==> src/rtl/sine_pwm_gen.sv <==
module sine_pwm_gen #(
  parameter int DIV_W      = 16,
  parameter int RESET_DUTY = 127
) (
  input  logic             clk,
  input  logic             rst,
  input  logic             en,
  input  logic [DIV_W-1:0] div_n,
  output logic             pwm_o,
  output logic [7:0]       sample_o,
  output logic             strobe_o
);
  localparam int         PW    = 8;
  localparam logic [PW-1:0] TOP  = '1;
  localparam logic [PW-1:0] RDUTY = PW'(RESET_DUTY);

  function automatic logic [6:0] quarter(input logic [5:0] k);
    case (k)
      6'd0:  return 7'd0;   6'd1:  return 7'd3;   6'd2:  return 7'd6;   6'd3:  return 7'd9;
      6'd4:  return 7'd12;  6'd5:  return 7'd15;  6'd6:  return 7'd18;  6'd7:  return 7'd21;
      6'd8:  return 7'd24;  6'd9:  return 7'd27;  6'd10: return 7'd30;  6'd11: return 7'd33;
      6'd12: return 7'd36;  6'd13: return 7'd39;  6'd14: return 7'd42;  6'd15: return 7'd45;
      6'd16: return 7'd48;  6'd17: return 7'd51;  6'd18: return 7'd54;  6'd19: return 7'd57;
      6'd20: return 7'd59;  6'd21: return 7'd62;  6'd22: return 7'd65;  6'd23: return 7'd67;
      6'd24: return 7'd70;  6'd25: return 7'd73;  6'd26: return 7'd75;  6'd27: return 7'd78;
      6'd28: return 7'd80;  6'd29: return 7'd82;  6'd30: return 7'd85;  6'd31: return 7'd87;
      6'd32: return 7'd89;  6'd33: return 7'd91;  6'd34: return 7'd94;  6'd35: return 7'd96;
      6'd36: return 7'd98;  6'd37: return 7'd100; 6'd38: return 7'd102; 6'd39: return 7'd103;
      6'd40: return 7'd105; 6'd41: return 7'd107; 6'd42: return 7'd108; 6'd43: return 7'd110;
      6'd44: return 7'd112; 6'd45: return 7'd113; 6'd46: return 7'd114; 6'd47: return 7'd116;
      6'd48: return 7'd117; 6'd49: return 7'd118; 6'd50: return 7'd119; 6'd51: return 7'd120;
      6'd52: return 7'd121; 6'd53: return 7'd122; 6'd54: return 7'd123; 6'd55: return 7'd123;
      6'd56: return 7'd124; 6'd57: return 7'd125; 6'd58: return 7'd125; 6'd59: return 7'd126;
      6'd60: return 7'd126; 6'd61: return 7'd126; 6'd62: return 7'd126; default: return 7'd126;
    endcase
  endfunction

  function automatic logic [7:0] wave(input logic [7:0] i);
    logic [6:0] j;
    logic [6:0] q;
    j = i[6] ? (7'd64 - {1'b0, i[5:0]}) : {1'b0, i[5:0]};
    q = (j == 7'd64) ? 7'd127 : quarter(j[5:0]);
    return i[7] ? (8'd128 - {1'b0, q}) : (8'd128 + {1'b0, q});
  endfunction

  logic [DIV_W-1:0] div_cnt, n_act, n_eff;
  logic [7:0]       idx, sample_q, pwm_cnt, duty_act;
  logic             strobe_q, tick;

  assign n_eff = (div_n == '0) ? DIV_W'(1) : div_n;
  assign tick  = en && (div_cnt == n_act - DIV_W'(1));

  always_ff @(posedge clk) begin
    if (rst) begin
      div_cnt <= '0;
      n_act   <= n_eff;
    end else if (tick) begin
      div_cnt <= '0;
      n_act   <= n_eff;
    end else if (en) begin
      div_cnt <= div_cnt + DIV_W'(1);
    end
  end

  always_ff @(posedge clk) begin
    if (rst) begin
      idx      <= '0;
      sample_q <= RDUTY;
      strobe_q <= 1'b0;
    end else begin
      strobe_q <= tick;
      if (tick) begin
        idx      <= idx + 8'd1;
        sample_q <= wave(idx + 8'd1);
      end
    end
  end

  always_ff @(posedge clk) begin
    if (rst) begin
      pwm_cnt  <= '0;
      duty_act <= RDUTY;
    end else if (en) begin
      pwm_cnt <= pwm_cnt + 8'd1;
      if (pwm_cnt == TOP) duty_act <= sample_q;
    end
  end

  assign pwm_o    = en && (pwm_cnt < duty_act);
  assign sample_o = sample_q;
  assign strobe_o = strobe_q;
endmodule

==> config.mk <==
export PLATFORM = sky130hd
export DESIGN_NAME = sine_pwm_gen
export DESIGN_NICKNAME = d
export VERILOG_FILES = /design/src/rtl/sine_pwm_gen.sv
export SDC_FILE = /design/constraint.sdc
export NUM_CORES = 1
export LEC_CHECK = 0
export ABC_AREA = 1
export ABC_CLOCK_PERIOD_IN_PS = 4360
export BUFFER_PORTS_ARGS = -buffer_cell sky130_fd_sc_hd__buf_2
export CAP_MARGIN = 20
export CORE_MARGIN = 2
export CORE_UTILIZATION = 50
export DETAILED_ROUTE_END_ITERATION = 16
export PLACE_DENSITY = 0.78
export SYNTH_ARGS = -nofsm -noshare
export SYNTH_HDL_FRONTEND = slang
export SYNTH_SLANG_ARGS = --single-unit
==> constraint.sdc <==
create_clock -name clk -period 4.36 [get_ports clk]
set_input_delay 0.436 -clock clk [delete_from_list [all_inputs] [get_ports clk]]
set_output_delay 0.436 -clock clk [all_outputs]
set_load 0.005 [all_outputs]
# After elaboration in Yosys (flattened, before gate mapping)

Memory sizes are Yosys's and may differ from the RTL's.
Cells that the tools add are included.

Flip-flop bits (word level): 65
ROM bits: 448
Input bits: 19
Output and inout bits: 10
Word-level logic and storage cells: 33
Memories: 1

$add $sub $neg: 7
$lt $le $gt $ge: 1
Equal/unequal tests: 3
Muxes and demuxes: 8
Reduce and logical (&&, ||, !) cells: 6

Memories:

| name            | depth | bits a word | rd ports | clocked after memory_dff | wr ports | line | source |
|---|---|---|---|---|---|---|---|
| (no name shown) | 64    | 7           | 1        | 0                        | 0        | 18   | `case (k)` |

Operators by type and width:

| cell                                                                 | number |
|---|---|
| 16-bit 2-to-1 mux                                                    | 3 |
| 7-bit 2-to-1 mux                                                     | 4 |
| 16-bit by 1-bit adder with 16-bit output, second input constant      | 1 |
| 8-bit by 1-bit adder with 8-bit output, second input constant        | 2 |
| 16-bit == test                                                       | 1 |
| 16-bit logical NOT                                                   | 1 |
| 16-bit by 1-bit subtractor with 16-bit output, second input constant | 1 |
| 8-bit by 7-bit adder with 8-bit output, first input constant         | 1 |
| 8-bit == test, second input constant                                 | 1 |
| 8-bit less-than comparator                                           | 1 |
| 8-bit 2-to-1 mux                                                     | 1 |
| 8-bit by 7-bit subtractor with 8-bit output, first input constant    | 1 |
| 7-bit == test, second input constant                                 | 1 |
| 7-bit by 6-bit subtractor with 7-bit output, first input constant    | 1 |
| 1-bit logical AND                                                    | 2 |
| 2-bit AND reduction                                                  | 1 |
| 2-bit nonzero test                                                   | 1 |
| 2-bit OR reduction                                                   | 1 |

# Logic depth before layout (Yosys ltp)

An unclocked memory read counts as a cell.

Depth after elaboration: 9
Mapped depth: 25
Mapped depth without buffers: 25

# Worst setup path before layout

OpenSTA, ideal clock, no wires.

Path type: register -> register
From: register idx[1]
To: register sample_q[6], in the netlist sample_o[6]
Setup time: 113 ps
Arrival time: 2888 ps
Data required time: 4247 ps
Path slack: 1359 ps
Cell stages (with the launch flop): 26
Path buffers: 0
Clock period less this slack: 3001 ps
Path through: dfxtp_1 -> ha_1 -> nand2_4 -> nor2_4 -> nand3_2 -> nand2_4 -> nand2_1 -> nand2_1 -> inv_1 -> ha_1 -> or2_2 -> nand2_1 -> nand2_1 -> nand3_1 -> nand3_1 -> nand3_1 -> nand3_1 -> inv_1 -> ha_1 -> inv_1 -> nor2_1 -> nand3_1 -> nand2_1 -> nand3_1 -> nand2_1 -> nor2_1

Word-level cells in the longest chain between the ends: 9
Elaborated cells between the ends (all ways): 11
Classes of those cells: 4 x add/sub; 1 x eq/ne; 5 x mux; 1 x memory

Ends and longest elaborated chain:

| what                                                                                                         | line | source |
|---|---|---|
| start: declaration                                                                                           | 47   | `logic [7:0] idx, sample_q, pwm_cnt, duty_act;` |
| start signal: assignment                                                                                     | 73   | `idx <= idx + 8'd1;` |
| 8-bit by 1-bit adder with 8-bit output *                                                                     | 74   | `sample_q <= wave(idx + 8'd1);` |
| 7-bit by 6-bit subtractor with 7-bit output                                                                  | 41   | `j = i[6] ? (7'd64 - {1'b0, i[5:0]}) : {1'b0, i[5:0]};` |
| 7-bit 2-to-1 mux                                                                                             | 41   |  |
| memory read 64 x 7 bit                                                                                       | n/a  |  |
| 7-bit 2-to-1 mux                                                                                             | 72   | `if (tick) begin` |
| 7-bit 2-to-1 mux                                                                                             | 66   | `if (rst) begin` |
| 7-bit 2-to-1 mux                                                                                             | 42   | `q = (j == 7'd64) ? 7'd127 : quarter(j[5:0]);` |
| 8-bit by 7-bit adder with 8-bit output / 8-bit by 7-bit subtractor with 8-bit output (equally long branches) | 43   | `return i[7] ? (8'd128 - {1'b0, q}) : (8'd128 + {1'b0, q});` |
| 8-bit 2-to-1 mux *                                                                                           | 43   |  |
| end signal: assignment                                                                                       | 74   |  |
| end: declaration                                                                                             | 47   |  |

Mark *: on every way between the ends. The rest lies on a longest branch, timed or not. The select of a mux whose other input is x is not followed.
A chain may end at the register's enable or synchronous reset.

# Worst setup path in the final report

From: register idx[0]
To: register sample_q[6], in the netlist sample_o[6]

Same word-level chain as after synthesis.

==> impl_results.rst <==
.. list-table::
   :header-rows: 1

   * - Metric
     - Value
   * - Outcome
     - completed
   * - Number of antenna violations at the first check in global routing
     - 0
   * - CTS root buf
     - clkbuf_8
   * - Hold path endpoint
     - n_act[8]
   * - Ratio of cells with drive above 1 in the final layout
     - 11.91%
   * - Worst path max stage delay
     - 0.52 ns
   * - Total power divided by cell area
     - 274.0 mW/mm^2
   * - Final HPWL from detailed placement
     - 7171 microns
   * - Fin worst setup slack
     - 0.7612 ns
   * - Max-Slew Margin vs Limit
     - 37.10%
   * - Number of vias per cell after detailed routing
     - 5.316
   * - Num CTS Buffers
     - 9
   * - Die extent in y
     - 96.42 microns
   * - Endpoint class of the critical path
     - flop
   * - Largest area contributor in the synthesized netlist
     - dfxtp_1
   * - Pre-Repair DR Iteration Count
     - 5
   * - Number of different library cells in the post-synthesis netlist
     - 42
   * - Max-cap violations
     - 0
   * - Final sum of negative setup slack
     - 0 ns
   * - Clk slew on worst S/H paths
     - 0.07 ns
   * - Combinational group share of total power
     - 6.1%
   * - Flop2flop setup slack
     - 0.76 ns
   * - Proportion of register bits with asynchronous set or reset after synthesis
     - 0%
   * - Ratio of final minimum period to clock period
     - 82.54%
   * - Post-layout min period
     - 3.599 ns
   * - Largest net degree at the start of global routing
     - 40
   * - Part of the Yosys area used for sequential elements
     - 34.22%
   * - Clock tree skew after final layout
     - 0.006496 ns
   * - Count of unresolved DRC violations after routing
     - 0
   * - R2R cell count
     - 25
   * - Peak supply drop
     - 0.0001669 V
   * - Sequential Power Share
     - 51.1%
   * - Post-CTS setup buffers
     - 0
   * - # clock sinks
     - 65
   * - Reported leakage power
     - 2.103 nW
   * - TritonCTS clock tree
     - built
   * - Yosys reg bits
     - 65
   * - Net switching power figure
     - 0.0002914 W
   * - Crit path max fanout
     - 11
   * - Critical path arrival
     - 3.84 ns
   * - Dominant delay contributor by cell family on the critical path
     - simple AND/OR/NAND/NOR gates
   * - Instance count along the most critical hold path
     - 1
   * - Launching element type of the critical path
     - flop
   * - Cell with the most instances after synthesis
     - nand2_1
   * - Max Clock Freq
     - 277.9 MHz
   * - Mapped Area
     - 0.004270 sq mm
   * - Crit path buffers/inverters
     - 3
   * - Hold Violations, Final
     - 0
   * - Initial Utilization
     - 51.71%
   * - Total grt overflow
     - 0
   * - Launch point of the worst reg-to-reg path
     - idx[0]
   * - GPL Wtd Cong
     - 0.9024
   * - I/O pin total
     - 29
   * - Post-synthesis area per instance
     - 6.899 sq um
   * - Transition time at the pin with the least slew margin
     - 0.9400 ns
   * - Endpoint of the most critical register-to-register path
     - sample_o[6]
   * - RSZ-0062 raised after global routing
     - false
   * - Cell Int Power
     - 0.0009781 W
   * - Buffers added on ports
     - 28
   * - Slowest stage cell, crit path
     - dfxtp_1
   * - Hold-fix buffer count after cts
     - 0
   * - Type of the most critical hold path
     - primary input to flop
   * - Final Net Count
     - 669
   * - Largest cells by area after synthesis
     - dfxtp_1, nand2_1, edfxtp_1, nand3_1, nor2_1
   * - Wire length per cell after detailed routing
     - 12.65 microns
   * - Global-route wire length before repair
     - 15910 microns
   * - Area of the die
     - 0.009296 sq mm
   * - Number of global-route vias before repair
     - 3534
   * - Setup violation total in the final timing report
     - 0
   * - Critical setup path kind
     - flop to flop
   * - Worst-case clock buffer depth
     - 2
   * - DR vias
     - 3950
   * - Net count of the mapped netlist
     - 655
   * - Count of flip-flops with a built-in enable after synthesis
     - 16
   * - Worst min-delay path startpoint
     - div_n[8]
   * - Most frequent cells after synthesis
     - nand2_1, nor2_1, inv_1, nand3_1, dfxtp_1
   * - Number of placement rows
     - 33
   * - Overall Global Routing Usage
     - 21.73%
   * - CP required
     - 4.60 ns
   * - Growth of design area from synthesis to finish
     - 8.497%
   * - Worst-case setup slack after placement
     - 0.7832 ns
   * - Count of yosys warnings during synthesis
     - 0
   * - Gate count after technology mapping
     - 619
   * - Flip-flop cell with the highest count after synthesis
     - dfxtp_1
   * - Die width
     - 96.42 microns
   * - Clock latency at the later pin of the worst-skew pair
     - 0.34 ns
   * - Routed wire length
     - 9398 microns
   * - Net switching share of the total power
     - 22.96%
   * - Diodes inserted
     - 0
   * - Share of Yosys cell area claimed by the top area cell type
     - 22.97%
   * - Clk network pwr share
     - 42.8%
   * - Starting DRC count in detailed routing
     - 204
   * - Placeable core region
     - 0.008258 sq mm
   * - Detail Route Antenna Nets
     - 0
   * - Final max-slew violation count
     - 0
   * - Number of cells upsized or downsized after cts
     - 0
   * - Total number of H-tree levels
     - 3
-- stage by stage --
step	power (W)	instances	cell area [sq um]	util, %	hold WS (ns)
after CTS	0.001278	743	4633	56.11	0.2721
after floorplan	0.0007171	619	4270	-	0.4533
after global routing	0.001320	743	4633	56.11	0.2610
after global placement	0.0007350	727	4418	53.50	0.4728
after detailed placement	0.0007387	727	4418	53.50	0.4903
final	0.001270	743	4633	56.11	0.2842
-- worst reg2reg max path: stages, from the launching register on --
cell	delay (ns)
dfxtp_1	0.52
ha_1	0.38
nand2_4	0.12
nor2_4	0.10
nand3_2	0.10
nand2_4	0.14
nand2_1	0.08
nand2_1	0.14
inv_1	0.08
ha_1	0.20
or2_2	0.29
nand2_1	0.11
nand2_1	0.07
nand3_1	0.08
nand3_1	0.07
nand3_1	0.09
nand3_1	0.12
inv_1	0.08
ha_1	0.18
inv_1	0.05
nor2_1	0.13
nand3_1	0.09
nand2_1	0.08
nand3_1	0.08
nand2_1	0.08
nor2_1	0.03
-- registers in the layout (all words and copies together), names as in the netlist --
signal	cells
div_cnt	16
n_act	16
duty_act	8
idx	8
pwm_cnt	8
sample_o	8
strobe_o	1
-- cell usage in the layout (no fill, tap or decap), drive strengths merged, types with 2 or more instances in the layout --
| master | count |
|---|---|
| nand3b | 2 |
| a21oi | 21 |
| dfxtp | 49 |
| edfxtp | 16 |
| nand3 | 67 |
| nor3b | 3 |
| nand2 | 154 |
| o21ai | 22 |
| inv | 75 |
| o22ai | 7 |
| buf | 29 |
| nor3 | 14 |
| or2 | 4 |
| clkinv | 4 |
| and3 | 2 |
| nor4 | 5 |
| xnor2 | 6 |
| nand4 | 8 |
| nor2 | 80 |
| o211ai | 8 |
| ha | 17 |
| clkbuf | 12 |
| a31oi | 2 |
| xor2 | 23 |
-- cell families after synthesis --
kind of cell             count (synthesis)  share of synthesized area [%]
AND/OR/NAND/NOR                        340                          36.10
buffers and inverters                  102                          9.756
AO/OA/AOI/OAI                           66                          8.995
flip-flops                              65                          34.22
XOR/XNOR                                29                          5.948
adder cells (fa/ha/maj)                 17                          4.981
-- routing by layer --
| layer | vias up | global-route usage [%] | share of wire (%) |
|---|---|---|---|
| li1 | 2045 | - | - |
| met1 | 1789 | 27.99 | 47 |
| met2 | 99 | 36.28 | 47 |
| met3 | 17 | 4.577 | 4.9 |
| met4 | 0 | 7.277 | 1.8 |
| met5 | - | 0 | 0 |
-- final cells by class --
cell class,instances,area (sq um)
Fill cell,778,3625
Multi-Input combinational cell,452,2392
Sequential cell,65,1461
Inverter,76,285.3
Clock buffer,12,166.4
Timing Repair Buffer,29,147.6
Tap cell,105,131.4
Clock inverter,4,48.80
-- power groups by stage --
| stage | sequential (W) | clock [W] | combinational [W] |
|---|---|---|---|
| floorplan | 0.000659 | 0 | 0.0000584 |
| global placement | 0.000662 | 0 | 0.0000733 |
| detailed placement | 0.000663 | 0 | 0.0000760 |
| CTS | 0.000649 | 0.000552 | 0.0000775 |
| global route | 0.000651 | 0.000579 | 0.0000895 |
| finish | 0.000649 | 0.000543 | 0.0000774 |
-- worst max-delay path by stage --
| stage | depth (start not counted) | slack [ns] | from | end |
|---|---|---|---|---|
| floorplan | 25 | 1.36 | idx[1] | sample_o[6] |
| global route | 25 | 0.32 | idx[0] | sample_o[4] |
| CTS | 25 | 0.76 | idx[0] | sample_o[6] |
| finish | 25 | 0.76 | idx[0] | sample_o[6] |
| detailed placement | 25 | 0.78 | idx[0] | sample_o[6] |
| global placement | 25 | 0.94 | idx[0] | sample_o[4] |
No activity file was read; power rests on OpenSTA's default activity.
